<file path="config.mk">
export PLATFORM = sky130hd
export DESIGN_NAME = drive_line_ctl
export DESIGN_NICKNAME = d
export VERILOG_FILES = /design/src/rtl/dlc_pkg.sv /design/src/rtl/dlc_tick_timer.sv /design/src/rtl/dlc_strobe_seq.sv /design/src/rtl/dlc_ctrl_reg.sv /design/src/rtl/dlc_sense_sync.sv /design/src/rtl/drive_line_ctl.sv
export SDC_FILE = /design/constraint.sdc
export NUM_CORES = 1
export LEC_CHECK = 0
export BUFFER_PORTS_ARGS = -buffer_cell sky130_fd_sc_hd__buf_2
export CAP_MARGIN = 20
export CORE_MARGIN = 2
export CORE_UTILIZATION = 27
export DETAILED_ROUTE_END_ITERATION = 7
export SLEW_MARGIN = 20
export SYNTH_ARGS = -nofsm -noshare
export SYNTH_HDL_FRONTEND = slang
export SYNTH_SLANG_ARGS = --single-unit
</file>
<file path="constraint.sdc">
create_clock -name clk -period 4.2 [get_ports clk]
set_input_delay 0.42 -clock clk [delete_from_list [all_inputs] [get_ports clk]]
set_output_delay 0.42 -clock clk [all_outputs]
set_load 0.01 [all_outputs]
</file>
<file path="src/rtl/dlc_pkg.sv">
package dlc_pkg;
  typedef enum logic [2:0] {
    SQ_IDLE, SQ_PARK, SQ_SETUP, SQ_STRB, SQ_HOLD
  } sq_state_t;

  localparam logic [1:0] A_SEL  = 2'd0;
  localparam logic [1:0] A_CSET = 2'd1;
  localparam logic [1:0] A_CCLR = 2'd2;

  localparam logic [2:0] RELAX_PH    = 3'd3;
  localparam int         HSEL_BIT    = 5;
  localparam int         STRB_REQ_BIT = 3;
  localparam int         SENSE_BIT   = 3;

  // cycles making up n microseconds
  function automatic int us_cycles(input int n_us, input int cyc_per_us);
    return n_us * cyc_per_us;
  endfunction

  // next control register value for a write through one of its aliases
  function automatic logic [7:0] ctrl_next(input logic [7:0] cur,
                                           input logic [1:0] addr,
                                           input logic [7:0] wdata);
    case (addr)
      A_CSET:  return cur | wdata;
      A_CCLR:  return cur & ~wdata;
      default: return cur;
    endcase
  endfunction
endpackage

</file>
<file path="src/rtl/dlc_tick_timer.sv">
module dlc_tick_timer #(
  parameter int LW = 8
) (
  input  logic          clk,
  input  logic          rst_n,
  input  logic          load,
  input  logic [LW-1:0] len,
  output logic          expired
);
  logic [LW-1:0] cnt_q;

  always_ff @(posedge clk) begin
    if (!rst_n)                cnt_q <= '0;
    else if (load)             cnt_q <= len - LW'(1);
    else if (cnt_q != '0)      cnt_q <= cnt_q - LW'(1);
  end

  assign expired = (cnt_q == '0);
endmodule

</file>
<file path="src/rtl/dlc_strobe_seq.sv">
module dlc_strobe_seq
  import dlc_pkg::*;
#(
  parameter int CYC_PER_US = 100,
  parameter int LW = 8
) (
  input  logic       clk,
  input  logic       rst_n,
  input  logic       wr_sel,
  input  logic [3:0] sel_data,
  output logic [2:0] phase_o,
  output logic       strobe_o,
  output logic       busy_o
);
  localparam logic [LW-1:0] LEN_SETUP = LW'(us_cycles(1, CYC_PER_US));
  localparam logic [LW-1:0] LEN_STRB  = LW'(us_cycles(2, CYC_PER_US));
  localparam logic [LW-1:0] LEN_HOLD  = LW'(us_cycles(1, CYC_PER_US));

  sq_state_t     st_q;
  logic [2:0]    tgt_q;
  logic          want_strb_q;
  logic [2:0]    ph_q;
  logic          strb_q;
  logic          sel_accept;
  logic          tmr_load;
  logic [LW-1:0] tmr_len;
  logic          tmr_expired;

  assign busy_o     = (st_q != SQ_IDLE);
  assign sel_accept = wr_sel && !busy_o;

  always_comb begin
    tmr_load = 1'b0;
    tmr_len  = LEN_SETUP;
    case (st_q)
      SQ_PARK:  begin tmr_load = 1'b1; tmr_len = LEN_SETUP; end
      SQ_SETUP: begin tmr_load = tmr_expired && want_strb_q; tmr_len = LEN_STRB; end
      SQ_STRB:  begin tmr_load = tmr_expired; tmr_len = LEN_HOLD; end
      default:  ;
    endcase
  end

  dlc_tick_timer #(.LW(LW)) tmr_i (
    .clk(clk), .rst_n(rst_n), .load(tmr_load), .len(tmr_len), .expired(tmr_expired)
  );

  always_ff @(posedge clk) begin
    if (!rst_n) begin
      st_q        <= SQ_IDLE;
      tgt_q       <= RELAX_PH;
      want_strb_q <= 1'b0;
      ph_q        <= RELAX_PH;
      strb_q      <= 1'b0;
    end else begin
      case (st_q)
        SQ_IDLE: if (sel_accept) begin
          st_q        <= SQ_PARK;
          ph_q        <= RELAX_PH;
          tgt_q       <= sel_data[2:0];
          want_strb_q <= sel_data[STRB_REQ_BIT];
        end
        SQ_PARK: begin
          st_q <= SQ_SETUP;
          ph_q <= tgt_q;
        end
        SQ_SETUP: if (tmr_expired) begin
          if (want_strb_q) begin
            st_q   <= SQ_STRB;
            strb_q <= 1'b1;
          end else begin
            st_q <= SQ_IDLE;
          end
        end
        SQ_STRB: if (tmr_expired) begin
          st_q   <= SQ_HOLD;
          strb_q <= 1'b0;
        end
        SQ_HOLD: if (tmr_expired) st_q <= SQ_IDLE;
        default: st_q <= SQ_IDLE;
      endcase
    end
  end

  assign phase_o  = ph_q;
  assign strobe_o = strb_q;


  strb_in_busy_chk: assert property (@(posedge clk) disable iff (!rst_n)
    strobe_o |-> busy_o);

  addr_before_strb_chk: assert property (@(posedge clk) disable iff (!rst_n)
    $rose(strobe_o) |-> $stable(phase_o));

  hold_after_strb_chk: assert property (@(posedge clk) disable iff (!rst_n)
    $fell(strobe_o) |-> busy_o);

  busy_ignore_chk: assert property (@(posedge clk) disable iff (!rst_n)
    (busy_o && wr_sel) |=> $stable(tgt_q));
endmodule

</file>
<file path="src/rtl/dlc_ctrl_reg.sv">
module dlc_ctrl_reg
  import dlc_pkg::*;
(
  input  logic       clk,
  input  logic       rst_n,
  input  logic       reg_wr,
  input  logic [1:0] reg_addr,
  input  logic [7:0] reg_wdata,
  output logic [7:0] ctrl_o
);
  logic [7:0] ctrl_q;
  logic       wr_set;
  logic       wr_clr;

  assign wr_set = reg_wr && (reg_addr == A_CSET);
  assign wr_clr = reg_wr && (reg_addr == A_CCLR);

  always_ff @(posedge clk) begin
    if (!rst_n)                ctrl_q <= 8'h00;
    else if (wr_set || wr_clr) ctrl_q <= ctrl_next(ctrl_q, reg_addr, reg_wdata);
  end

  assign ctrl_o = ctrl_q;


  set_alias_chk: assert property (@(posedge clk) disable iff (!rst_n)
    wr_set |=> ((ctrl_o & $past(reg_wdata)) == $past(reg_wdata)));

  clr_alias_chk: assert property (@(posedge clk) disable iff (!rst_n)
    wr_clr |=> ((ctrl_o & $past(reg_wdata)) == 8'h00));
endmodule

</file>
<file path="src/rtl/dlc_sense_sync.sv">
module dlc_sense_sync (
  input  logic clk,
  input  logic rst_n,
  input  logic sense_n,
  output logic sense_q
);
  logic s1_q, s2_q;

  always_ff @(posedge clk) begin
    if (!rst_n) begin
      s1_q <= 1'b1;
      s2_q <= 1'b1;
    end else begin
      s1_q <= sense_n;
      s2_q <= s1_q;
    end
  end

  assign sense_q = s2_q;
endmodule

</file>
<file path="src/rtl/drive_line_ctl.sv">
module drive_line_ctl
  import dlc_pkg::*;
#(
  parameter int CYC_PER_US = 100
) (
  input  logic       clk,
  input  logic       rst_n,
  input  logic       reg_wr,
  input  logic [1:0] reg_addr,
  input  logic [7:0] reg_wdata,
  input  logic       sense_n,
  output logic [2:0] phase_o,
  output logic       hsel_o,
  output logic       strobe_o,
  output logic       busy_o,
  output logic [7:0] ctrl_o,
  output logic [7:0] status_o
);
  localparam int LW = $clog2(2 * CYC_PER_US + 1) + 1;

  logic wr_sel;
  logic sense_q;

  assign wr_sel = reg_wr && (reg_addr == A_SEL);

  dlc_strobe_seq #(.CYC_PER_US(CYC_PER_US), .LW(LW)) seq_i (
    .clk(clk), .rst_n(rst_n), .wr_sel(wr_sel), .sel_data(reg_wdata[3:0]),
    .phase_o(phase_o), .strobe_o(strobe_o), .busy_o(busy_o)
  );

  dlc_ctrl_reg ctrl_i (
    .clk(clk), .rst_n(rst_n), .reg_wr(reg_wr), .reg_addr(reg_addr),
    .reg_wdata(reg_wdata), .ctrl_o(ctrl_o)
  );

  dlc_sense_sync sync_i (
    .clk(clk), .rst_n(rst_n), .sense_n(sense_n), .sense_q(sense_q)
  );

  assign hsel_o = ctrl_o[HSEL_BIT];

  always_comb begin
    status_o            = 8'h00;
    status_o[SENSE_BIT] = sense_q;
  end
endmodule

</file>
==> results.toml, run 1 <==
[sta]
setup_tns_ns = 0
fmax_mhz = 437
finalSetupViolCount = 0
final.setup_skew_ns = 0.0112
finalHoldViolCount = 0
rsz0062_at_grt = "no"
worst_pin_slew_ns = 0.827
final_max_slew_viol_count = 0
worst_slack_ns = 1.91
min_period_ns = 2.29
max-slew-margin-rel_pct = 44.3
fin_crit_sh_pct = 54.5
whs_ns = 0.316

[critical_path]
crit_path_end_kind = "register"
start_kind = "register"
path_class = "register to register"
crit_fanout = 11
crit_required_ns = 4.39
crit_arrival_ns = 2.48

[logic_synthesis]
synth_compound_area_share_pct = 22.1
seq_area_frac_synth_pct = 38.4
synth.area.mux_share_pct = 4.56
synth_top_family_by_area = "compound AO/OA/AOI/OAI gates"
synth_adder_area_share_pct = 3.20
synth-async-reset-ratio_pct = 0
synthesis.area_um2 = 1560
synth_xor_area_share_pct = 0
avgSynthCellArea_um2 = 9.20
syn_inst = 170
ys_seq_elements = 30
synth_ff_type = "dfxtp_1"
synth_simple_gate_area_share_pct = 21.4
ys_warn_count = 0
ys_types = 48
synth_edf_count = 0

[floorplan]
die_area_um2 = 6420
fp.dieW_um = 80.1
die_height_um = 80.1
io_pins = 36
start_util_pct = 28.2
core_um2 = 5540
row_count = 27

[drt]
wl_met3_um = 166
drc_errors = 0
post_drt_wl_per_cell_um = 12.6
wl_met1_mm = 1.57
drt-initial-drc-count = 52
routed-via-count = 1310
wl_met2_mm = 1.53
top_layer_used = "met4"
wirelength_mm = 3.32
dr.pass1.iters = 4
postRouteAntennaNets = 0
avgViaCountPerCell = 4.96

[power]
power_density_nw_per_um2 = 583
total_power_mw = 1.06
power.leakage_nw = 0.711
irDropWorstVdd_mv = 0.249

[place]
io_buffers = 28
dpl.hpwl_mm = 2.34
gp_congestion = 0.776
dp_slack_ns = 1.94

[clock_tree]
postCtsSetupRepairBufs = 0
holdBufCountCts = 0
cts_tree = "yes"
cts_num_sinks = 30
cts-resized-gates = 0
cts_root_buf = "clkbuf_8"
numCtsBuffers = 5
clk_latency_ns = 0.29
clkTransAtPathRegs_ns = 0.08
ctsHtreeMaxLevel = 2
ctsLongestPathBuffers = 2

[job]
maxCapViolCount = 0

[global_routing]
grt_pass1_vias = 1220
grt_pass1_wl_mm = 5.76
grtUsageTotal_pct = 11.7
grt_max_degree = 17
grt_overflow = 0
antenna_found_initial = 0

[layout]
drive_above_1_share_pct = 24.0
diodes = 0
syn2layout_area_growth_pct = 16.4
n_fill_cell = 596
nets = 209

[hold_path]
min_path_type = "primary input to register"

[outcome]
status = "finished, final reports clean"
[synthesized netlist by cell type (all sizes together), types with 5 or more instances]
library cell | n | area share, %
dfxtp | 30 | 38
a311oi | 9 | 5.0
nor4 | 6 | 3.4
buf | 15 | 7.4
nor2 | 10 | 2.6
mux2i | 6 | 3.8
inv | 5 | 1.2
o21ai | 5 | 1.6
nand2 | 10 | 2.4
a21oi | 17 | 5.4
nor3 | 7 | 2.6
[power breakdown]
group          switching (mW)  internal, mW  leakage [nW]
registers              0.0628         0.326         0.245
clock network           0.119         0.253        0.0714
logic                   0.180         0.120         0.395
[metal layers]
layer,track usage (%),vias up
met2,18.6,38
met4,5.08,0
li1,-,661
met3,3.37,6
met1,14.6,605
met5,0,-
[worst max-delay path, stage by stage (launching register included)]
cell      delay [ns]
dfxtp_1         0.48
or3b_1          0.51
nand2_1         0.11
ha_1            0.17
nand3_1         0.15
or4_1           0.52
a221oi_2        0.24
[final cells by class]
cell class	count	area [um^2]	area share [%]
Sequential cell	30	601	33.0
Clock buffer	6	82.6	4.54
Timing Repair Buffer	28	140	7.70
Multi-Input combinational cell	121	828	45.5
Inverter	5	18.8	1.03
Tap cell	72	90.1	4.95
Clock inverter	2	60.1	3.30
[kinds of logic after synthesis]
family	Yosys count
other	1
DFF	30
and+or+nand+nor	56
adders and majority gates	4
buffers and inverters	25
muxes	7
AOI/OAI and AO/OA	47
[through the flow]
| stage | cell area [um^2] | utilization, % | instances |
|---|---|---|---|
| 4_1_cts | 1820 | 32.9 | 264 |
| 3_5_place_dp | 1680 | 30.3 | 256 |
| 2_1_floorplan | 1590 | - | 176 |
| 5_1_grt | 1820 | 32.9 | 264 |
| 3_3_place_gp | 1680 | 30.3 | 256 |
| 6_report | 1820 | 32.9 | 264 |
[placed cells by master (no fill, tap or decap), types with 2 or more instances in the layout]
cell | netlist | final
bufinv_16 | 0 | 2
ha_1 | 4 | 4
dfxtp_1 | 30 | 30
or4_1 | 2 | 2
nor3_1 | 6 | 6
conb_1 | 1 | 7
o21ai_0 | 5 | 5
nand2_1 | 10 | 10
a311oi_1 | 9 | 9
o2111ai_1 | 3 | 3
nor4_1 | 5 | 5
nand3b_1 | 3 | 3
buf_2 | 2 | 28
nand2b_1 | 3 | 3
nand3_1 | 4 | 4
a21oi_1 | 17 | 17
or3_1 | 3 | 3
nor2_1 | 9 | 9
mux2i_1 | 6 | 6
inv_1 | 5 | 5
clkbuf_8 | 0 | 6
[worst paths after layout]
path	start	endpoint	slack, ns	cells past startpoint
worst min-delay path	sense_n	sync_i.s1_q$_SDFF_PN1_	0.32	2
worst min register to register	sync_i.s1_q$_SDFF_PN1_	sync_i.sense_q$_SDFF_PN1_	0.41	1
worst max register to register	seq_i.st_q[0]$_SDFFE_PN0P_	seq_i.tmr_i.cnt_q[6]$_SDFFE_PN0P_	1.91	6
worst max-delay path	seq_i.st_q[0]$_SDFFE_PN0P_	seq_i.tmr_i.cnt_q[6]$_SDFFE_PN0P_	1.91	6
Power figures use the tool's default switching activity.
==> run 2, diff against run 1 <==
- ABC_AREA: default -> 1
- clock period: 4.2 -> 1.9 ns (I/O delays scaled with it)
==> run 2 against run 1 <==
Sequential share of layout area shrank 1.6 points; flip-flop and latch count stayed put; via count is 9.2% higher; global-route usage rose by 0.31 points; synthesized cell count increased by 20%; critical path depth rose by 8; combinational power rose to 4.9 times the previous value; count of clock-buffer cells in the layout is the same; routed wire length is 4.9% higher; register-to-register slack worse by 1.8 ns; non-clock buffer count increased by 9.
==> results.toml, run 2 <==
[outcome]
status = "finished, final reports clean"

[floorplan]
fp.dieW_um = 79.9
core_um2 = 5540
io_pins = 36
start_util_pct = 28.0
die_area_um2 = 6380
row_count = 27
die_height_um = 79.9

[critical_path]
start_kind = "register"
crit_fanout = 6
critPathMaxStageDelay_ns = 0.35
path_class = "register to register"
crit_path_end_kind = "register"
path_cells = "nor2_2 -> nand2_1 -> nor2_4 -> nand3_4 -> nand2_4 -> inv_4 -> nand2_4 -> ha_4 -> nand3_4 -> nor2_4 -> nand2_1 -> nand2_1 -> nand2_1 -> nor2_1"
crit_required_ns = 2.12
crit_arrival_ns = 2.02
critical_path_buf_inv_count = 1
crit_family = "simple AND/OR/NAND/NOR gates"
worst_path_max_delay_cell = "dfxtp_2"
path_common_cell = "nand2_1"

[logic_synthesis]
synth_ff_type = "dfxtp_1"
yosysMostFrequentCell = "nand2_1"
seq_area_frac_synth_pct = 38.6
ys_warn_count = 0
synth_edf_count = 0
synth.top_cell.area_share_pct = 38.6
synth_area_leaders = "dfxtp_1, nand2_1, a21oi_1, nor2_1, buf_4"
synth-async-reset-ratio_pct = 0
synth_common_cells = "nand2_1, dfxtp_1, nor2_1"
yosysTopAreaCell = "dfxtp_1"
avgSynthCellArea_um2 = 7.62
synthesis.area_um2 = 1550
ys_types = 31
ys_seq_elements = 30
syn_inst = 204

[layout]
finalInstanceArea_um2 = 1920
layout_commonest_cell = "nand2_1"
drive_above_1_share_pct = 31.1
diodes = 0
nets = 258
most-common-layout-cells = "nand2_1, dfxtp_1, buf_2"
n_fill_cell = 583
syn2layout_area_growth_pct = 23.4

[global_routing]
antenna_found_initial = 0
grtUsageTotal_pct = 12.0
grt_overflow = 0
grt_pass1_vias = 1348
grt_max_degree = 17
grt_pass1_wl_mm = 5.95

[sta]
min_period_ns = 1.80
finalHoldViolCount = 0
rsz0062_at_grt = "yes"
finalSetupViolCount = 0
fin_crit_sh_pct = 94.5
final.setup_skew_ns = 0.00476
fmax_mhz = 557
final_max_slew_viol_count = 0

[place]
dpl.hpwl_mm = 2.57
gp_congestion = 0.818
io_buffers = 28
place_area_um2 = 1750

[drt]
dr.pass1.iters = 4
avgViaCountPerCell = 4.57
routed-via-count = 1430
drc_errors = 0
postRouteAntennaNets = 0
post_drt_wl_per_cell_um = 11.1
wirelength_mm = 3.48
drt-initial-drc-count = 46

[clock_tree]
cts_root_buf = "clkbuf_8"
cts_num_sinks = 30
clkTransAtPathRegs_ns = 0.06
clk_latency_ns = 0.28
cts_tree = "yes"
ctsLongestPathBuffers = 2
holdBufCountCts = 0
ctsHtreeMaxLevel = 2
numCtsBuffers = 5

[hold_path]
min_path_type = "primary input to register"

[power]
p_comb_share_pct = 51.6
internal-power_mw = 1.59
clockPowerShare_pct = 18.9
irDropWorstVdd_mv = 0.500
total_power_mw = 2.87
sw_frac_of_total_pct = 44.7
seqPwrFrac_pct = 29.5
power.leakage_nw = 0.901
p_switching_mw = 1.28
power_density_nw_per_um2 = 1500

[job]
maxCapViolCount = 0
## run 2: metrics by stage
stage	TNS (ns)	util (%)	cells	setup WS, ns	hold slack [ns]
floorplan	0	-	210	0.239	0.297
global placement	0	31.6	301	0.117	0.377
detailed placement	0	31.6	301	0.0843	0.379
CTS	0	33.3	309	0.0628	0.0804
global route	-0.130	34.6	313	-0.0556	0.0869
finish	0	34.6	313	0.105	0.0910
## run 2: worst reg2reg max path: stages (launching register included)
cell     delay (ns)
dfxtp_2        0.35
nor2_2         0.10
nand2_1        0.09
nor2_4         0.14
nand3_4        0.11
nand2_4        0.14
inv_4          0.07
nand2_4        0.08
ha_4           0.15
nand3_4        0.08
nor2_4         0.16
nand2_1        0.08
nand2_1        0.06
nand2_1        0.05
nor2_1         0.08
## run 2: cell type report
cell class | instances | area [um^2] | area share (%)
multi-input combinational | 141 | 827 | 43.1
sequential | 30 | 602 | 31.4
timing repair buffer | 37 | 208 | 10.8
inverter | 25 | 96.3 | 5.02
tap | 72 | 90.1 | 4.70
clock buffer | 6 | 82.6 | 4.31
clock inverter | 2 | 12.5 | 0.652
## run 2: metal layers
layer	global-route usage, %	up-vias	wire length, um
li1	-	739	-
met1	14.6	634	1580
met2	19.0	49	1610
met3	5.09	8	241
met4	3.90	0	51
met5	0	-	0
## run 2: cells by family (layout without fill, tap and decap cells)
group	after synthesis	in the layout	synth area share, %
adders and majority gates	4	4	3.22
other	1	7	0.241
DFF	30	30	38.6
and+or+nand+nor	93	93	30.8
buffers and inverters	39	70	12.2
AOI/OAI and AO/OA	37	37	14.9
## run 2: timing repair
action,4_1_cts,5_1_grt
buffers inserted,0,4
gates resized for setup,0,9
endpoints found under the setup margin,0,3
## run 2: worst paths after layout
kind / startpoint / end / slack (ns) / depth (start not counted)
worst min-delay path: sense_n / sync_i.s1_q$_SDFF_PN1_ / 0.09 / 2
worst max register to register: seq_i.tmr_i.cnt_q[0]$_SDFFE_PN0P_ / seq_i.tmr_i.cnt_q[4]$_SDFFE_PN0P_ / 0.10 / 14
worst max-delay path: seq_i.tmr_i.cnt_q[0]$_SDFFE_PN0P_ / seq_i.tmr_i.cnt_q[4]$_SDFFE_PN0P_ / 0.10 / 14
worst min register to register: sync_i.s1_q$_SDFF_PN1_ / sync_i.sense_q$_SDFF_PN1_ / 0.41 / 1
## run 2: power groups by stage
| stage | combinational, mW | clock, mW | sequential (mW) |
|---|---|---|---|
| final | 1.48 | 0.543 | 0.846 |
| after global routing | 1.69 | 0.584 | 0.861 |
| after CTS | 1.37 | 0.558 | 0.834 |
| after detailed placement | 1.37 | 0 | 0.848 |
| after global placement | 1.36 | 0 | 0.848 |
| after floorplan | 1.10 | 0 | 0.831 |
